--- config.mk ---
export PLATFORM = sky130hd
export DESIGN_NAME = i2cev_unit
export DESIGN_NICKNAME = d
export VERILOG_FILES = /design/src/rtl/i2cev_pkg.sv /design/src/rtl/i2cev_flag_bank.sv /design/src/rtl/i2cev_prio_pick.sv /design/src/rtl/i2cev_bus_track.sv /design/src/rtl/i2cev_unit.sv
export SDC_FILE = /design/constraint.sdc
export NUM_CORES = 1
export LEC_CHECK = 0
export ABC_AREA = 1
export BUFFER_PORTS_ARGS = -buffer_cell sky130_fd_sc_hd__buf_4
export CELL_PAD_IN_SITES_DETAIL_PLACEMENT = 0
export CELL_PAD_IN_SITES_GLOBAL_PLACEMENT = 2
export CORE_ASPECT_RATIO = 1.75
export CORE_MARGIN = 10
export CORE_UTILIZATION = 22
export DETAILED_ROUTE_END_ITERATION = 16
export GPL_TIMING_DRIVEN = 0
export PLACE_DENSITY = 0.83
export SYNTH_ARGS = -nofsm -noshare
export SYNTH_HDL_FRONTEND = slang
export SYNTH_HIERARCHICAL = 1
export SYNTH_SLANG_ARGS = --single-unit
--- constraint.sdc ---
create_clock -name clk -period 1.6 [get_ports clk]
set_input_delay 0.32 -clock clk [delete_from_list [all_inputs] [get_ports clk]]
set_output_delay 0.32 -clock clk [all_outputs]
set_load 0.005 [all_outputs]
--- src/rtl/i2cev_pkg.sv ---
package i2cev_pkg;
  localparam int NUM_EV = 7;
  localparam int CODE_W = $clog2(NUM_EV + 1);

  typedef enum logic [1:0] {
    SEL_MASK = 2'd0,
    SEL_STAT = 2'd1,
    SEL_VEC  = 2'd2,
    SEL_NONE = 2'd3
  } reg_sel_e;

  // code of the lowest set bit, counted from 1; 0 when nothing is set
  function automatic logic [CODE_W-1:0] first_code(input logic [NUM_EV-1:0] pend);
    logic [CODE_W-1:0] c;
    c = '0;
    for (int i = NUM_EV - 1; i >= 0; i--)
      if (pend[i]) c = CODE_W'(i + 1);
    return c;
  endfunction

  // one-hot of the lowest set bit
  function automatic logic [NUM_EV-1:0] lowest_bit(input logic [NUM_EV-1:0] pend);
    return pend & (~pend + NUM_EV'(1));
  endfunction
endpackage

--- src/rtl/i2cev_flag_bank.sv ---
module i2cev_flag_bank #(
  parameter int N = 7
) (
  input  logic         clk,
  input  logic         rst_n,
  input  logic [N-1:0] set_i,
  input  logic [N-1:0] clr_i,
  output logic [N-1:0] flags_o
);
  for (genvar i = 0; i < N; i++) begin : g_flag
    always_ff @(posedge clk or negedge rst_n) begin
      if (!rst_n)           flags_o[i] <= 1'b0;
      else if (set_i[i])    flags_o[i] <= 1'b1;
      else if (clr_i[i])    flags_o[i] <= 1'b0;
    end

    p_evt_sets_r2: assert property (@(posedge clk) disable iff (!rst_n)
      set_i[i] |=> flags_o[i]);
    p_clear_r3: assert property (@(posedge clk) disable iff (!rst_n)
      (clr_i[i] && !set_i[i]) |=> !flags_o[i]);
    p_sticky_r2: assert property (@(posedge clk) disable iff (!rst_n)
      (flags_o[i] && !clr_i[i]) |=> flags_o[i]);
  end
endmodule

--- src/rtl/i2cev_prio_pick.sv ---
module i2cev_prio_pick
  import i2cev_pkg::*;
#(
  parameter int N  = NUM_EV,
  parameter int CW = CODE_W
) (
  input  logic [N-1:0]  pend_i,
  output logic [N-1:0]  grant_o,
  output logic [CW-1:0] code_o
);
  logic [N:0] blocked;
  assign blocked[0] = 1'b0;

  for (genvar i = 0; i < N; i++) begin : g_chain
    assign grant_o[i]    = pend_i[i] && !blocked[i];
    assign blocked[i+1]  = blocked[i] || pend_i[i];
  end

  assign code_o = first_code(pend_i);

  always_comb begin
    p_grant_onehot_r5: assert ($onehot0(grant_o));
    p_grant_in_pend_r5: assert ((grant_o & ~pend_i) == '0);
    p_code_zero_r5: assert ((code_o == '0) == (pend_i == '0));
    p_grant_lowest_r5: assert (grant_o == lowest_bit(pend_i));
  end
endmodule

--- src/rtl/i2cev_bus_track.sv ---
module i2cev_bus_track (
  input  logic clk,
  input  logic rst_n,
  input  logic start_i,
  input  logic stop_i,
  output logic busy_o
);
  always_ff @(posedge clk or negedge rst_n) begin
    if (!rst_n)       busy_o <= 1'b0;
    else if (start_i) busy_o <= 1'b1;
    else if (stop_i)  busy_o <= 1'b0;
  end

  p_busy_set_r9: assert property (@(posedge clk) disable iff (!rst_n)
    start_i |=> busy_o);
  p_busy_clr_r9: assert property (@(posedge clk) disable iff (!rst_n)
    (stop_i && !start_i) |=> !busy_o);
  p_busy_hold_r9: assert property (@(posedge clk) disable iff (!rst_n)
    (!start_i && !stop_i) |=> $stable(busy_o));
endmodule

--- src/rtl/i2cev_unit.sv ---
module i2cev_unit
  import i2cev_pkg::*;
#(
  parameter int REG_W    = 16,
  parameter int RSF_BIT  = 11,
  parameter int BUSY_BIT = 12
) (
  input  logic             clk,
  input  logic             rst_n,
  input  logic             ev_arb_lost,
  input  logic             ev_nack,
  input  logic             ev_acc_rdy,
  input  logic             ev_rx_rdy,
  input  logic             ev_tx_rdy,
  input  logic             ev_stop_det,
  input  logic             ev_addr_tgt,
  input  logic             ev_start_det,
  input  logic             rx_shift_full,
  input  logic [1:0]       reg_addr,
  input  logic             reg_wr,
  input  logic             reg_rd,
  input  logic [REG_W-1:0] reg_wdata,
  output logic [REG_W-1:0] reg_rdata,
  output logic             irq
);
  localparam int N = NUM_EV;

  reg_sel_e        sel;
  logic [N-1:0]    ev_vec;
  logic [N-1:0]    mask_q;
  logic [N-1:0]    flags;
  logic [N-1:0]    pending;
  logic [N-1:0]    grant;
  logic [CODE_W-1:0] code;
  logic [N-1:0]    clr_wr;
  logic [N-1:0]    clr_vec;
  logic            busy;
  logic            vec_take;
  logic            stat_wr;
  logic            mask_wr;
  logic [REG_W-1:0] stat_word;
  logic            unused_wbits;

  assign sel    = reg_sel_e'(reg_addr);
  assign ev_vec = {ev_addr_tgt, ev_stop_det, ev_tx_rdy, ev_rx_rdy,
                   ev_acc_rdy, ev_nack, ev_arb_lost};

  assign mask_wr  = reg_wr && (sel == SEL_MASK);
  assign stat_wr  = reg_wr && (sel == SEL_STAT);
  assign vec_take = reg_rd && (sel == SEL_VEC);
  assign unused_wbits = ^reg_wdata[REG_W-1:N];

  always_ff @(posedge clk or negedge rst_n) begin
    if (!rst_n)       mask_q <= '0;
    else if (mask_wr) mask_q <= reg_wdata[N-1:0];
  end

  assign clr_wr  = stat_wr  ? reg_wdata[N-1:0] : '0;
  assign clr_vec = vec_take ? grant : '0;

  i2cev_flag_bank #(.N(N)) i_flags (
    .clk     (clk),
    .rst_n   (rst_n),
    .set_i   (ev_vec),
    .clr_i   (clr_wr | clr_vec),
    .flags_o (flags)
  );

  assign pending = flags & mask_q;

  i2cev_prio_pick #(.N(N), .CW(CODE_W)) i_pick (
    .pend_i  (pending),
    .grant_o (grant),
    .code_o  (code)
  );

  i2cev_bus_track i_busy (
    .clk     (clk),
    .rst_n   (rst_n),
    .start_i (ev_start_det),
    .stop_i  (ev_stop_det),
    .busy_o  (busy)
  );

  always_comb begin
    stat_word           = '0;
    stat_word[N-1:0]    = flags;
    stat_word[RSF_BIT]  = rx_shift_full;
    stat_word[BUSY_BIT] = busy;
  end

  always_comb begin
    unique case (sel)
      SEL_MASK: reg_rdata = REG_W'(mask_q);
      SEL_STAT: reg_rdata = stat_word;
      SEL_VEC:  reg_rdata = REG_W'(code);
      default:  reg_rdata = '0;
    endcase
  end

  assign irq = |pending;

  p_irq_code_r8: assert property (@(posedge clk) disable iff (!rst_n)
    irq == (code != '0));
  p_vec_take_r7: assert property (@(posedge clk) disable iff (!rst_n)
    (vec_take && code != '0 && ev_vec == '0 && !stat_wr)
      |=> $countones(flags) == $countones($past(flags)) - 1);
  p_mask_hold_r4: assert property (@(posedge clk) disable iff (!rst_n)
    !mask_wr |=> $stable(mask_q));
endmodule

==> results of run 1 <==
-- Yosys cell counts --
master    count
a21oi_1       2
nand2_1      71
nand3_1      31
clkbuf_1      1
conb_1        1
nor2_1       15
nor2_2        3
buf_4         9
inv_1        29
dfrtp_1      15
buf_2         1
nor2_4        1
inv_2         4
-- sequential cells by signal, indices dropped and copies added, names as in the netlist --
name	flops
i_flags/flags_o	7
mask_q	7
i_busy/busy_o	1
-- final cells by class --
class                   count  share of cell area
plain buffers              11              0.0474
clock buffers               4              0.0271
inverters                  33              0.0760
multi-input cells         130               0.356
flip-flops and latches     15               0.226
well taps                  54              0.0406
repair buffers             50               0.227
-- what timing repair did --
action | 4_1_cts | 5_1_grt
hold endpoints to repair | 15 | 0
buffers inserted | 10 | 8
cloned | 0 | 0
resized for setup | 17 | 8
hold buffers | 1 | 0
setup endpoints to repair | 3 | 6
pin swaps | 14 | 11
-- kinds of logic after synthesis --
family / synth area share
simple gates: 0.463
buf+inv: 0.182
flops: 0.342
compound gates: 0.00912
other cells: 0.00342
-- metrics by stage --
stage | instance area (um2) | setup WS [ns] | instances | power, mW | util
after floorplan | 1120 | 0.288 | 189 | 0.687 | -
after global placement | 1420 | -0.0460 | 274 | 0.853 | 0.290
after detailed placement | 1420 | -0.0521 | 274 | 0.854 | 0.290
after CTS | 1590 | -0.196 | 289 | 1.27 | 0.325
after global routing | 1660 | -0.251 | 297 | 1.40 | 0.340
final | 1660 | -0.136 | 297 | 1.30 | 0.340
-- worst min-delay path, delay by kind of cell --
kind | cells | cell delay, ns
buf+inv | 2 | 0.10
simple gates | 1 | 0.05
-- power groups by stage --
stage,registers (mW),logic (mW),clock network [mW]
after CTS,0.442,0.496,0.328
after global routing,0.450,0.607,0.342
after detailed placement,0.454,0.400,0
final,0.446,0.536,0.321
after floorplan,0.447,0.239,0
after global placement,0.454,0.399,0
-- per-layer routing --
metal | GRT usage | vias to the layer above | part of all wire
li1 | - | 654 | -
met1 | 0.0931 | 534 | 0.40
met2 | 0.164 | 28 | 0.54
met3 | 0.0174 | 5 | 0.041
met4 | 0.0449 | 0 | 0.024
met5 | 0 | - | 0
-- worst paths after layout --
path                                      endpoint  slack, ns  cells after the start
worst min-delay path                 i_busy/busy_o       0.24                      3
worst min register to register       i_busy/busy_o       0.48                      2
worst max-delay path                  reg_rdata[0]      -0.14                      9
worst max register to register  i_flags/flags_o[6]       0.24                     11
min in group asynchronous                mask_q[5]       0.46                      2
max in group asynchronous                mask_q[2]       0.95                      2
==> flow_summary.toml, run 1 <==
[pwr]
combPwrFrac = 0.412
swShare = 0.344
p_seq_frac = 0.342
internal-power_mw = 0.854
peakVddDrop_v = 0.000407
p_switching_mw = 0.449
p_leak_nw = 0.972
clock_power_share = 0.246
power.density_nw_per_um2 = 784

[clock_tree]
clockBufferDepth = 2
path_clk_slew_ns = 0.06
cts-root-buf = "clkbuf_8"
cts_tree = "done"
cts.sinks = 15
clk_latency_ns = 0.25
htreeDepth = 1
cts_buffers = 3

[die]
core_um2 = 4890
io_pins = 48
initial_core_util = 0.224
row_count = 34
die_x_um = 73.4
die_area_um2 = 8320
die_h_um = 113

[drt]
routed_via_density = 4.11
ant_nets = 0
vias = 1221
drc_errors = 0
wire_per_inst_um = 11.8
finalWirelength_mm = 3.51
drt_first_pass_iters = 4
drt_iter0_markers = 56

[critical_path]
worstPathCellList = "nand2_2 > inv_2 > nor2_4 > nand2_1 > nor2_2 > nor2_1 > nand3_1 > nand3_1 > buf_4"
path_class = "reg2out"
crit_slowest_cell = "dfrtp_1"
crit_path_max_incr_delay_ns = 0.39
r2r_start = "mask_q[0]"
path_delay_family = "simple AND/OR/NAND/NOR gates"
worstPathMaxFanout = 4
required_ns = 1.28
end_kind = "output pin"
startpoint = "mask_q[0]"
startpoint_type = "flip-flop"
crit_arrival_ns = 1.42
crit_top_cell = "nand3_1"
worst-path-buf-inv = 2

[timing]
fin_ws_ns = -0.136
holdWs_ns = 0.243
slew_viol_final = 0
hold_viol = 0
tns_ns = -0.345
min_period_over_period = 1.08
finalSetupViolations = 3
rsz0062_at_grt = "true"
period_needed_ns = 1.74
max_freq_ghz = 0.576
skew_ns = 0.00252

[final_layout]
area_growth_pct = 51.5
fin_nets = 275
seq_area_um2 = 375
num_antenna_cells = 0
mostFrequentLayoutCells = "62 x nand2_1, 59 x buf_4, 31 x nand3_1"
fillCellCount = 563
drive_above_1_share = 0.370
multi_input_area_um2 = 592
final_common_cell = "nand2_1"

[outcome]
run_status = "finished with violations"
violations = "negative setup slack"

[synth]
ys_seq_area_frac = 0.342
synth_top_area_cell = "dfrtp_1"
yosys_warnings = 6
ys_ff_latch = 15
netlist_area_um2 = 1100
synth.top_cell.area_share = 0.342
syn_inst = 183
synthDistinctLibCells = 13
syn_area_per_cell_um2 = 6.00
synth_area_leaders = "dfrtp_1 34%, nand2_1 24%, nand3_1 14%"

[min_path]
hold_path_class = "in2reg"
min_from = "ev_start_det"

[place]
hpwlAfterDp_mm = 2.86
port_buffers = 31
routabilityCongestion = 0.727

[global_route]
grt_pass1_wl_mm = 5.98
gr-total-overflow = 0
gr-usage-all-layers = 0.0901
antenna_found_initial = 0
grt_pass1_vias = 1354
grt_max_degree = 16

[flow_run]
maxCapViolCount = 0
Power figures use the tool's default switching activity.
==> run 2: changes to the inputs <==
- ABC_AREA: 1 -> not set
- CORE_UTILIZATION: 22 -> 26
- PLACE_DENSITY: 0.83 -> 0.85
- SKIP_CTS_REPAIR_TIMING: not set -> 1
==> run 2 against run 1 <==
Total power down 3.6%. Critical path type unchanged. Highest routed layer unchanged. Sequential share of layout area increased by 1.8 points. Utilization is 5.1 points higher. Design area down 7.4%. First-iteration DRC count down 73%. Clock-buffer cell count did not move. The flow still finishes with violations (negative setup slack). Register-to-register slack lost 0.24 ns. Critical endpoint unchanged.
==> flow_summary.toml, run 2 <==
[outcome]
run_status = "finished with violations"
violations = "negative setup slack"

[min_path]
hold_end = "i_flags/flags_o[2]"
min_from = "ev_acc_rdy"
whs_path_depth = 2
hold_path_class = "in2reg"

[die]
core_um2 = 3940
die_h_um = 105
initial_core_util = 0.272
die_area_um2 = 7190
die_x_um = 68.5
row_count = 30
io_pins = 48

[global_route]
grt_pass1_wl_mm = 4.83
gr-usage-all-layers = 0.0878
gr-total-overflow = 0
antenna_found_initial = 0
grt_max_degree = 16
grt_pass1_vias = 1049

[synth]
ys_seq_area_frac = 0.350
synth-edff-count = 0
synthDistinctLibCells = 31
ys_ff_latch = 15
synth_flop_cell = "dfrtp_1"
synth_area_leaders = "dfrtp_1 35%, mux2i_1 6.5%, a21o_1 6.3%"
synth_top_area_cell = "dfrtp_1"
synth.top_cell.area_share = 0.350
synthArstFlopShare = 1.00
syn_inst = 120
syn_area_per_cell_um2 = 8.94
yosys-top-cells-count = "15 x dfrtp_1, 10 x and2_1, 9 x a21o_1, 9 x inv_1, 8 x buf_4"
netlist_area_um2 = 1070
yosys.cell_count.top_type = "dfrtp_1"
yosys_warnings = 6

[critical_path]
startpoint_type = "flip-flop"
worstPathCellList = "and2_4 > nor2b_4 > or3_1 > a21o_1 > mux2i_1 > o2bb2ai_1 > buf_4"
worstPathMaxFanout = 4
required_ns = 1.28
worst-path-buf-inv = 1
regToRegSetupSlack_ns = 0
crit_path_max_incr_delay_ns = 0.41
r2r_start = "mask_q[0]"
end_kind = "output pin"
reg2reg_to = "i_flags/flags_o[3]"
reg2reg_depth = 8
path_class = "reg2out"
path_delay_family = "simple AND/OR/NAND/NOR gates"
crit_arrival_ns = 1.79
crit_slowest_cell = "dfrtp_1"

[timing]
max_freq_ghz = 0.473
hold_viol = 0
finalSetupViolations = 7
skew_ns = 0.000710
fin_ws_ns = -0.514
min_period_over_period = 1.32
holdWs_ns = 0.247
period_needed_ns = 2.11
slew_viol_final = 0
rsz0062_at_grt = "true"

[final_layout]
design_area_um2 = 1540
drive_above_1_share = 0.424
area_growth_pct = 43.6
top_regs = "i_flags/flags_o: 7 flops, mask_q: 7 flops, i_busy/busy_o: 1 flops"
num_antenna_cells = 0
mostFrequentLayoutCells = "47 x buf_4, 15 x dfrtp_1, 9 x inv_1, 9 x a21o_1"
fin_nets = 202
final_common_cell = "buf_4"
fillCellCount = 422

[clock_tree]
cts.sinks = 15
htreeDepth = 1
path_clk_slew_ns = 0.06
cts-root-buf = "clkbuf_8"
cts_tree = "done"
clk_latency_ns = 0.25
clockBufferDepth = 2
cts_buffers = 3

[pwr]
swShare = 0.294
p_leak_nw = 0.717
combPwrFrac = 0.392
clock_power_share = 0.240
p_seq_frac = 0.368
internal-power_mw = 0.887
power.density_nw_per_um2 = 816
peakVddDrop_v = 0.000570
p_switching_mw = 0.369

[drt]
wire_per_inst_um = 14.1
finalWirelength_mm = 3.07
drc_errors = 0
drt_first_pass_iters = 4
routed_via_density = 4.50
drt_iter0_markers = 15
vias = 981
ant_nets = 0

[place]
port_buffers = 29
hpwlAfterDp_mm = 2.56
placed_area_um2 = 1380
routabilityCongestion = 0.837

[flow_run]
maxCapViolCount = 0
-- run 2: cell types whose count changed in the layout (fill, tap and decap cells not counted), moves of 5 or more --
cell / before / now
nand3_1: 31 / 6
nor2_1: 12 / 6
nand2_1: 62 / 7
inv_2: 9 / 0
buf_4: 59 / 47
and2_4: 0 / 6
mux2i_1: 0 / 7
inv_1: 23 / 9
o22ai_1: 0 / 7
a21o_1: 0 / 9
nand2_2: 9 / 0
mux2_2: 0 / 5
-- run 2: worst max path at each step --
stage | endpoint | depth (start not counted) | slack (ns) | startpoint
after floorplan | reg_rdata[0] | 6 | -0.01 | mask_q[6]
after global placement | reg_rdata[0] | 7 | -0.24 | mask_q[6]
after detailed placement | reg_rdata[0] | 7 | -0.25 | mask_q[6]
after CTS | reg_rdata[0] | 7 | -0.53 | mask_q[6]
after global routing | reg_rdata[0] | 7 | -0.58 | i_flags/flags_o[6]
final | reg_rdata[0] | 7 | -0.51 | i_flags/flags_o[6]
-- run 2: logic make-up after synthesis --
logic type	synth area share
and+or+nand+nor	0.231
buffers and inverters	0.110
DFF	0.350
muxes	0.139
other	0.00350
AOI/OAI and AO/OA	0.167
-- run 2: metal layers --
layer,vias to the layer above,track usage,routed length (um)
met4,0,0.0564,82
met1,448,0.0772,1030
met2,25,0.156,1750
li1,503,-,-
met3,5,0.0310,217
met5,-,0,0
-- run 2: power groups by stage --
stage	clock network, mW	registers, mW	logic (mW)
3_3_place_gp	0	0.467	0.393
2_1_floorplan	0	0.458	0.259
3_5_place_dp	0	0.469	0.397
4_1_cts	0.321	0.462	0.397
5_1_grt	0.339	0.469	0.548
6_report	0.301	0.462	0.493
-- run 2: stage by stage --
step | setup slack, ns | setup TNS (ns) | instances | total power [mW] | util
after CTS | -0.529 | -2.18 | 207 | 1.18 | 0.360
after global routing | -0.578 | -2.33 | 218 | 1.36 | 0.391
after detailed placement | -0.252 | -1.00 | 203 | 0.866 | 0.349
after floorplan | -0.0146 | -0.0146 | 126 | 0.717 | -
after global placement | -0.244 | -0.984 | 203 | 0.860 | 0.349
final | -0.514 | -1.56 | 218 | 1.26 | 0.391
-- run 2: worst reg2reg max path: cells and delay by family (launching register included) --
kind                   cells  cell delay, ns
AOI/OAI and AO/OA          2            0.30
buffers and inverters      2            0.20
DFF                        1            0.39
and+or+nand+nor            4            0.61
-- run 2: cell type report --
cell class	count	area [um2]	area share
Tap cell	48	60.1	0.0390
Sequential cell	15	375	0.244
Inverter	9	33.8	0.0219
Clock buffer	4	45.0	0.0292
Buffer	13	83.8	0.0544
Multi-Input combinational cell	89	639	0.415
Timing Repair Buffer	40	303	0.197
==> run 3: changes to the inputs <==
- clock period: 1.6 -> 2.12 ns (I/O delays scaled with it)
==> run 3 against run 2 <==
The flow still finishes with violations (negative setup slack). Utilization shrank 0.98 points. Register-to-register slack gained 0.45 ns. Sequential share of layout area grew 0.63 points. Design area shrank 2.5%. Hold slack lost 0.23 ns. Clock power shrank 21%. Sequential cell count is the same. Global-route usage grew 0.51 points. Critical path depth is the same. Cell count shrank 2.3%. Die area is the same. Total power shrank 25%. Critical endpoint unchanged. Largest cell class unchanged. Highest routed layer unchanged.
==> flow_summary.toml, run 3 (synthesis results as in run 2) <==
[pwr]
p_leak_nw = 0.691
clock_power_share = 0.252
power.density_nw_per_um2 = 628
internal-power_mw = 0.652
p_switching_mw = 0.290
combPwrFrac = 0.376
swShare = 0.308
p_seq_frac = 0.372
peakVddDrop_v = 0.000351

[place]
routabilityCongestion = 0.828
preCtsSetupSlack_ns = 0.0956
port_buffers = 29
hpwlAfterDp_mm = 2.60

[critical_path]
worstPathCellList = "and2_4 > nor2b_1 > or3_1 > a21o_1 > mux2i_1 > o2bb2ai_1 > buf_4"
end_kind = "output pin"
startpoint_type = "flip-flop"
path_class = "reg2out"
required_ns = 1.70
startpoint = "mask_q[6]"
crit_arrival_ns = 1.81
worstPathMaxFanout = 4
path_delay_family = "simple AND/OR/NAND/NOR gates"
worst-path-buf-inv = 1
crit_path_max_incr_delay_ns = 0.41
r2r_start = "mask_q[2]"
crit_slowest_cell = "dfrtp_1"

[timing]
max_freq_ghz = 0.449
rsz0062_at_grt = "true"
finalSetupViolations = 2
holdWs_ns = 0.0195
hold_viol = 0
min_period_over_period = 1.05
skew_ns = 0.000432
slew_viol_final = 0
fin_ws_ns = -0.109
period_needed_ns = 2.23

[die]
io_pins = 48
die_h_um = 105
row_count = 30
die_x_um = 68.5
initial_core_util = 0.272
core_um2 = 3940
die_area_um2 = 7190

[global_route]
gr-total-overflow = 0
grt_max_degree = 16
gr-usage-all-layers = 0.0928
grt_pass1_vias = 1132
antenna_found_initial = 0
grt_pass1_wl_mm = 5.29

[outcome]
violations = "negative setup slack"
run_status = "finished with violations"

[drt]
wire_per_inst_um = 14.9
finalWirelength_mm = 3.17
drt_first_pass_iters = 4
routed_via_density = 4.68
vias = 997
drt_iter0_markers = 18
drc_errors = 0
ant_nets = 0

[final_layout]
drive_above_1_share = 0.394
final_common_cell = "buf_4"
fin_nets = 197
top_regs = "i_flags/flags_o: 7 flops, mask_q: 7 flops, i_busy/busy_o: 1 flops"
mostFrequentLayoutCells = "41 x buf_4, 15 x dfrtp_1, 9 x inv_1, 9 x a21o_1"
num_antenna_cells = 0
area_growth_pct = 40.0
fillCellCount = 423

[flow_run]
maxCapViolCount = 0

[clock_tree]
cts-root-buf = "clkbuf_8"
cts_buffers = 3
clockBufferDepth = 2
clk_latency_ns = 0.25
htreeDepth = 1
cts.sinks = 15
path_clk_slew_ns = 0.06
cts_tree = "done"

[min_path]
hold_path_class = "in2async"
## run 3: through the flow
stage | TNS, ns | instances | area (um2) | util | power (mW)
CTS | -0.306 | 207 | 1420 | 0.360 | 0.893
global placement | 0 | 203 | 1370 | 0.348 | 0.648
finish | -0.199 | 213 | 1500 | 0.381 | 0.942
floorplan | 0 | 126 | 1090 | - | 0.538
detailed placement | 0 | 203 | 1370 | 0.348 | 0.655
global route | -0.349 | 213 | 1500 | 0.381 | 1.00
## run 3: layout make-up
class                      instances  area (um2)  share of cell area
multi-input combinational         89         633               0.422
sequential                        15         375               0.250
timing repair buffer              35         270               0.180
buffer                            13        83.8              0.0558
tap                               48        60.1              0.0400
clock buffer                       4        45.0              0.0300
inverter                           9        33.8              0.0225
## run 3: layer usage
metal  track usage  share of wire  up-vias
met5             0              0        -
met4        0.0361          0.017        0
met1        0.0944           0.35      477
met3        0.0267          0.053        5
li1              -              -      491
met2         0.166           0.58       24
## run 3: power by group through the flow
stage	Sequential (mW)	Clock [mW]	Combinational, mW
2_1_floorplan	0.345	0	0.193
3_3_place_gp	0.351	0	0.297
3_5_place_dp	0.355	0	0.300
4_1_cts	0.349	0.243	0.301
5_1_grt	0.354	0.255	0.394
6_report	0.351	0.237	0.355
## run 3: worst register-to-register path: stages (launching register included)
cell     delay (ns)
dfrtp_1        0.40
and2_4         0.19
nor3_4         0.22
buf_4          0.14
and3_2         0.17
nand3_1        0.08
o22ai_1        0.15
inv_1          0.06
a21o_1         0.17
## run 3: final timing paths
path                                            to  slack (ns)  cells past startpoint
max in group asynchronous                mask_q[0]        1.92                      1
min in group clk                i_flags/flags_o[2]        0.35                      2
worst min register to register       i_busy/busy_o        0.49                      1
worst max-delay path                  reg_rdata[0]       -0.11                      7
worst min-delay path                     mask_q[6]        0.02                      1
worst max register to register  i_flags/flags_o[6]        0.45                      8
